`src/rtl/pio_xbar_pkg.sv`:
```
// Package: shared constants and the per-level claim record of the port crossbar.
// Assumes an eight-pin port and seven priority levels, index 0 being the highest.
package pio_xbar_pkg;
    localparam int NUM_PINS = 8;
    localparam int NUM_LEV  = 7;
    localparam int PWM_CH   = 2;
    localparam int INT_CH   = 2;
    localparam int LF_W     = 3;

    // Level indices, lowest index wins
    localparam int L_CLK  = 0;
    localparam int L_SPIM = 1;
    localparam int L_SER  = 2;
    localparam int L_DBG  = 3;
    localparam int L_TWI  = 4;
    localparam int L_PWM  = 5;
    localparam int L_ANA  = 6;

    localparam logic [LF_W-1:0] LF_XTAL = 3'b000;
    localparam logic [LF_W-1:0] LF_ACLK = 3'b011;
    localparam logic [LF_W-1:0] LF_DCLK = 3'b100;

    localparam logic [NUM_PINS-1:0] ANA_MASK = 8'b0101_1111;
    localparam int TXD_PIN = 5;

    typedef struct packed {
        logic req;
        logic oe;
        logic out;
        logic ana;
    } claim_t;
endpackage

```
`src/rtl/pio_prio_pick.sv`:
```
// Module: fixed-priority one-hot picker over the claim levels of one pin.
// Assumes bit 0 is the highest priority; none is high when no bit requests.
module pio_prio_pick #(
    parameter int NLEV = 7
) (
    input  logic [NLEV-1:0] req,
    output logic [NLEV-1:0] grant,
    output logic            none
);
    // Purpose: grant the lowest-indexed requesting level.
    always_comb begin
        logic found;
        found = 1'b0;
        grant = '0;
        for (int i = 0; i < NLEV; i++) begin
            if (!found && req[i]) begin
                grant[i] = 1'b1;
                found    = 1'b1;
            end
        end
        none = !found;
    end
endmodule

```
`src/rtl/pio_pin_mux.sv`:
```
// Module: resolves one pin's pad controls from its level claims, falling
// back to the GPIO register bits when no level requests the pin.
// Assumes analog claims carry oe=0; forces the output value to 0 when undriven.
module pio_pin_mux
    import pio_xbar_pkg::*;
#(
    parameter int NLEV = NUM_LEV
) (
    input  claim_t [NLEV-1:0] cl,
    input  logic              gpio_oe,
    input  logic              gpio_val,
    output logic              pad_oe,
    output logic              pad_out,
    output logic              pad_ana
);
    logic [NLEV-1:0] req_v, oe_v, out_v, ana_v, grant;
    logic            none;
    logic            val;

    for (genvar l = 0; l < NLEV; l++) begin : g_unpack
        assign req_v[l] = cl[l].req;
        assign oe_v[l]  = cl[l].oe;
        assign out_v[l] = cl[l].out;
        assign ana_v[l] = cl[l].ana;
    end

    pio_prio_pick #(.NLEV(NLEV)) u_pick (
        .req   (req_v),
        .grant (grant),
        .none  (none)
    );

    // Purpose: select winner's controls or GPIO defaults for the pad.
    always_comb begin
        if (none) begin
            pad_oe  = gpio_oe;
            val     = gpio_val;
            pad_ana = 1'b0;
        end else begin
            pad_oe  = |(grant & oe_v);
            val     = |(grant & out_v);
            pad_ana = |(grant & ana_v);
        end
        pad_out = pad_oe & val;
    end
endmodule

```
`src/rtl/pio_xbar.sv`:
```
// Module: top of the priority port crossbar. Builds each pin's level claims,
// resolves them per pin, and routes pad inputs back to the peripherals.
// Assumes a purely combinational context; no clock or reset is used.
module pio_xbar
    import pio_xbar_pkg::*;
(
    input  logic [LF_W-1:0]     lfclk_sel,
    input  logic                spim_en,
    input  logic                prog,
    input  logic                spis_en,
    input  logic                dbg_en,
    input  logic                twi_en,
    input  logic [PWM_CH-1:0]   pwm_en,
    input  logic [NUM_PINS-1:0] ana_sel,
    input  logic [NUM_PINS-1:0] gpio_oe,
    input  logic [NUM_PINS-1:0] gpio_out,
    input  logic                uart_txd,
    input  logic                spim_mosi,
    input  logic                spim_sck,
    input  logic                flash_miso,
    input  logic                slv_miso,
    input  logic                dbg_tdo,
    input  logic                scl_drv,
    input  logic                sda_drv,
    input  logic [PWM_CH-1:0]   pwm_val,
    input  logic [NUM_PINS-1:0] pad_in,
    output logic [NUM_PINS-1:0] pad_oe,
    output logic [NUM_PINS-1:0] pad_out,
    output logic [NUM_PINS-1:0] pad_ana,
    output logic                xtal_en,
    output logic                lfclk_dig,
    output logic [NUM_PINS-1:0] gpio_in,
    output logic [INT_CH-1:0]   int_in,
    output logic                timer_in,
    output logic                uart_rxd,
    output logic                spim_miso,
    output logic                flash_csn,
    output logic                flash_mosi,
    output logic                flash_sck,
    output logic                slv_csn,
    output logic                slv_mosi,
    output logic                slv_sck,
    output logic                dbg_tck,
    output logic                dbg_tms,
    output logic                dbg_tdi,
    output logic                scl_in,
    output logic                sda_in
);
    claim_t [NUM_PINS-1:0][NUM_LEV-1:0] cl;
    logic                               ser_on;
    logic                               slv_sel_low;
    logic [NUM_PINS-1:0]                in_mode;

    // Purpose: true when level l is the highest requester in claim set c.
    function automatic logic wins(input claim_t [NUM_LEV-1:0] c, input int l);
        logic higher;
        higher = 1'b0;
        for (int i = 0; i < NUM_LEV; i++)
            if (i < l && c[i].req) higher = 1'b1;
        return c[l].req && !higher;
    endfunction

    assign ser_on      = prog | spis_en;
    // Pin 2 belongs to the slave only when the SPI master does not hold it.
    assign slv_sel_low = spis_en & ~prog & ~spim_en & ~pad_in[2];

    // Purpose: build every pin's request record for each priority level.
    always_comb begin
        cl = '0;
        cl[0][L_CLK].req  = (lfclk_sel == LF_XTAL) || (lfclk_sel == LF_DCLK);
        cl[0][L_CLK].ana  = (lfclk_sel == LF_XTAL);
        cl[1][L_CLK].req  = (lfclk_sel == LF_XTAL) || (lfclk_sel == LF_ACLK);
        cl[1][L_CLK].ana  = 1'b1;

        cl[2][L_SPIM].req = spim_en;
        cl[3][L_SPIM].req = spim_en;
        cl[3][L_SPIM].oe  = 1'b1;
        cl[3][L_SPIM].out = spim_mosi;
        cl[4][L_SPIM].req = spim_en;
        cl[4][L_SPIM].oe  = 1'b1;
        cl[4][L_SPIM].out = spim_sck;

        cl[2][L_SER].req  = ser_on;
        cl[3][L_SER].req  = ser_on;
        cl[3][L_SER].oe   = prog | slv_sel_low;
        cl[3][L_SER].out  = prog ? flash_miso : slv_miso;
        cl[4][L_SER].req  = ser_on;
        cl[5][L_SER].req  = ser_on;

        for (int p = 0; p < 3; p++) cl[p][L_DBG].req = dbg_en;
        cl[3][L_DBG].req  = dbg_en;
        cl[3][L_DBG].oe   = 1'b1;
        cl[3][L_DBG].out  = dbg_tdo;

        cl[3][L_TWI].req  = twi_en;
        cl[3][L_TWI].oe   = ~scl_drv;
        cl[4][L_TWI].req  = twi_en;
        cl[4][L_TWI].oe   = ~sda_drv;

        cl[4][L_PWM].req  = pwm_en[0];
        cl[4][L_PWM].oe   = 1'b1;
        cl[4][L_PWM].out  = pwm_val[0];
        cl[5][L_PWM].req  = pwm_en[1];
        cl[5][L_PWM].oe   = 1'b1;
        cl[5][L_PWM].out  = pwm_val[1];

        for (int p = 0; p < NUM_PINS; p++) begin
            cl[p][L_ANA].req = ana_sel[p] & ANA_MASK[p];
            cl[p][L_ANA].ana = 1'b1;
        end
    end

    for (genvar p = 0; p < NUM_PINS; p++) begin : g_pin
        logic gval;
        if (p == TXD_PIN) begin : g_txd
            assign gval = gpio_out[p] & uart_txd;
        end else begin : g_plain
            assign gval = gpio_out[p];
        end
        pio_pin_mux #(.NLEV(NUM_LEV)) u_mux (
            .cl       (cl[p]),
            .gpio_oe  (gpio_oe[p]),
            .gpio_val (gval),
            .pad_oe   (pad_oe[p]),
            .pad_out  (pad_out[p]),
            .pad_ana  (pad_ana[p])
        );
        assign in_mode[p] = ~pad_oe[p] & ~pad_ana[p];
    end

    // Purpose: route pad values to listeners and to winning input functions.
    always_comb begin
        gpio_in    = pad_in & in_mode;
        int_in[0]  = gpio_in[0];
        int_in[1]  = gpio_in[2];
        timer_in   = gpio_in[4];
        uart_rxd   = in_mode[6] ? pad_in[6] : 1'b1;
        xtal_en    = (lfclk_sel == LF_XTAL);
        lfclk_dig  = (lfclk_sel == LF_DCLK) & pad_in[0];
        spim_miso  = wins(cl[2], L_SPIM) & pad_in[2];
        flash_csn  = (prog && wins(cl[2], L_SER)) ? pad_in[2] : 1'b1;
        flash_mosi = prog & wins(cl[4], L_SER) & pad_in[4];
        flash_sck  = prog & wins(cl[5], L_SER) & pad_in[5];
        slv_csn    = (!prog && wins(cl[2], L_SER)) ? pad_in[2] : 1'b1;
        slv_mosi   = ~prog & wins(cl[4], L_SER) & pad_in[4];
        slv_sck    = ~prog & wins(cl[5], L_SER) & pad_in[5];
        dbg_tck    = wins(cl[0], L_DBG) & pad_in[0];
        dbg_tms    = wins(cl[1], L_DBG) & pad_in[1];
        dbg_tdi    = wins(cl[2], L_DBG) & pad_in[2];
        scl_in     = wins(cl[3], L_TWI) ? pad_in[3] : 1'b1;
        sda_in     = wins(cl[4], L_TWI) ? pad_in[4] : 1'b1;
    end
endmodule

```
`config.mk`:
```
export PLATFORM = sky130hd
export DESIGN_NAME = pio_xbar
export DESIGN_NICKNAME = d
export VERILOG_FILES = /design/src/rtl/pio_xbar_pkg.sv /design/src/rtl/pio_prio_pick.sv /design/src/rtl/pio_pin_mux.sv /design/src/rtl/pio_xbar.sv
export SDC_FILE = /design/constraint.sdc
export NUM_CORES = 1
export LEC_CHECK = 0
export BUFFER_PORTS_ARGS = -buffer_cell sky130_fd_sc_hd__buf_4
export CAP_MARGIN = 20
export CORE_AREA = 2 2 49 51
export DETAILED_ROUTE_END_ITERATION = 8
export DIE_AREA = 0 0 51 53
export GPL_TIMING_DRIVEN = 0
export PLACE_DENSITY = 0.89
export SYNTH_ARGS = -nofsm -noshare
export SYNTH_HDL_FRONTEND = slang
export SYNTH_SLANG_ARGS = --single-unit
```
`constraint.sdc`:
```
create_clock -name vclk -period 2.9
set_input_delay 0.145 -clock vclk [all_inputs]
set_output_delay 0.145 -clock vclk [all_outputs]
set_load 0.05 [all_outputs]
```
==> impl_metrics.csv <==
group,metric,value,unit
cells_and_area,nFillCells,185,
sta,timing.final.crit_share,0.698,
critical_path,path_common_cell,"buf_4",
global_route,grt_pass1_wl,4220,um
sta,finalSetupViolations,0,
drt,drt_iter0_drc,3,
synthesis,yosysSeqAreaShare,0,
floorplan,die_w,51,um
cells_and_area,layout-drive-gt1-share,0.601,
placed_design,io_buffers,98,
placed_design,globalplace.congestion,0.788,
critical_path,crit_fanout,5,
synthesis,yosysWarnings,0,
cells_and_area,nFlopsAndLatches,0,
synthesis,synthCells,114,
cts,post_cts_buffers,0,
global_route,grt_pass1_vias,980,
critical_path,worstPathRequired,2.76,ns
status,run_status,"finished, final reports clean",
power_and_ir_drop,power.leakage,0.856,nW
cells_and_area,finish.instance_area,1490,sq um
drt,firstDrtPassIters,4,
cells_and_area,syn_to_final_growth,108,%
synthesis,syn_area,717,sq um
power_and_ir_drop,p_per_area,198,nW/um^2
global_route,grt_max_degree,11,
cells_and_area,final_common_cell,"buf_4",
cts,postCtsResizedCells,0,
cells_and_area,regArea,0,sq um
sta,fmax,494,MHz
floorplan,fp-row-count,17,
cells_and_area,layout.nets,267,
sta,setup_tns,0,ns
flow_run,drv_cap,0,
synthesis,syn_avg_cell_area,6.29,sq um
drt,drtAntennaViolNets,0,
floorplan,io_pins,102,
placed_design,hpwl,2480,um
floorplan,die-area,2700,sq um
sta,tightest_slew,0.516,ns
drt,wl,2870,um
cells_and_area,n_clock_buffer,0,
cells_and_area,multiInputGateArea,492,sq um
hold_path,hp-class,"input pin to output port",
critical_path,crit_chain,"buf_4 > or4_4 > or4_1 > o31ai_1 > and3b_1 > buf_4 > buf_4",
sta,max-slew-margin-rel,0.651,
sta,hold_viol,0,
critical_path,crit_slowest_cell,"or4_4",
critical_path,critPathLaunchType,"input pin",
drt,wl_per_cell,11.9,um
power_and_ir_drop,power.total,295,uW
sta,period_minus_slack,2.02,ns
placed_design,post_dp_cell_area,1490,sq um
global_route,grt_overflow,0,
drt,avgViaCountPerCell,4.75,
global_route,grtUsageTotal,0.194,
drt,drc,0,
synthesis,synth.distinct_cells,32,
cells_and_area,diodes,0,
floorplan,design.core.area,2150,sq um
power_and_ir_drop,vdd_ir_drop_max,0.153,mV
sta,rsz0062_at_grt,"no",
floorplan,initial_core_util,0.334,
critical_path,end_kind,"output port",
cts,cts-hold-fix-buffers,0,
critical_path,worstSetupPathType,"input pin to output port",
floorplan,die_h,53,um
cells_and_area,fin_util,0.694,
critical_path,crit_path_max_incr_delay,0.56,ns
drt,vias,1144,
critical_path,arrival,1.88,ns
cells_and_area,layout_common_cells,"125 x buf_4, 15 x nor2_1, 9 x and2_1",
sta,maxSlewViolCount,0,
global_route,antenna_found_initial,0,
[final timing paths]
kind	from	end	slack, ns	cells past startpoint
min	gpio_oe[7]	gpio_in[7]	0.59	3
max	spim_en	gpio_in[4]	0.88	7
[cells in the mapped netlist (all sizes together) (3+ instances only)]
cell type  instances  area share
inv                3       0.016
nand3b             4       0.042
and2               9       0.079
clkbuf             4       0.021
and3               6       0.052
buf               27        0.28
nor2              15       0.079
nand2              6       0.031
nor3b              6       0.063
nor2b              3       0.026
a21oi              3       0.021
and3b              3       0.037
[report_power, final]
part / total [mW] / internal [mW] / leakage [nW] / switching (mW)
sequential: 0 / 0 / 0 / 0
clock: 0 / 0 / 0 / 0
combinational: 0.295 / 0.122 / 0.856 / 0.174
[per-stage QoR]
stage | hold slack (ns) | setup slack, ns | cells
floorplan | 0.457 | 0.455 | 115
global placement | 0.589 | 0.903 | 241
detailed placement | 0.592 | 0.875 | 241
CTS | 0.592 | 0.872 | 241
global route | 0.603 | 0.810 | 241
finish | 0.591 | 0.876 | 241
[worst max-delay path, delay by kind of cell]
family                 cells  cell delay (ns)
and+or+nand+nor            3             1.22
buffers and inverters      3             0.41
AOI/OAI and AO/OA          1             0.11
[per-layer routing]
metal,global-route usage,wire length [um],vias up,part of all wire
met1,0.226,1070,523,0.37
met5,0,0,-,0
met2,0.383,1530,56,0.54
li1,-,-,565,-
met4,0.00901,0,0,0
met3,0.0311,261,0,0.091
[final cells by class]
cell class                 instances  area share
multi-input combinational         81       0.330
timing repair buffer              98       0.493
buffer                            31       0.146
tap                               28      0.0235
inverter                           3     0.00755
[cells by family after synthesis]
group,count (synthesis),synth area share
buffers and inverters,34,0.319
AND/OR/NAND/NOR,64,0.532
AO/OA/AOI/OAI,15,0.143
other,1,0.00523
(Power assumes the default switching activity.)
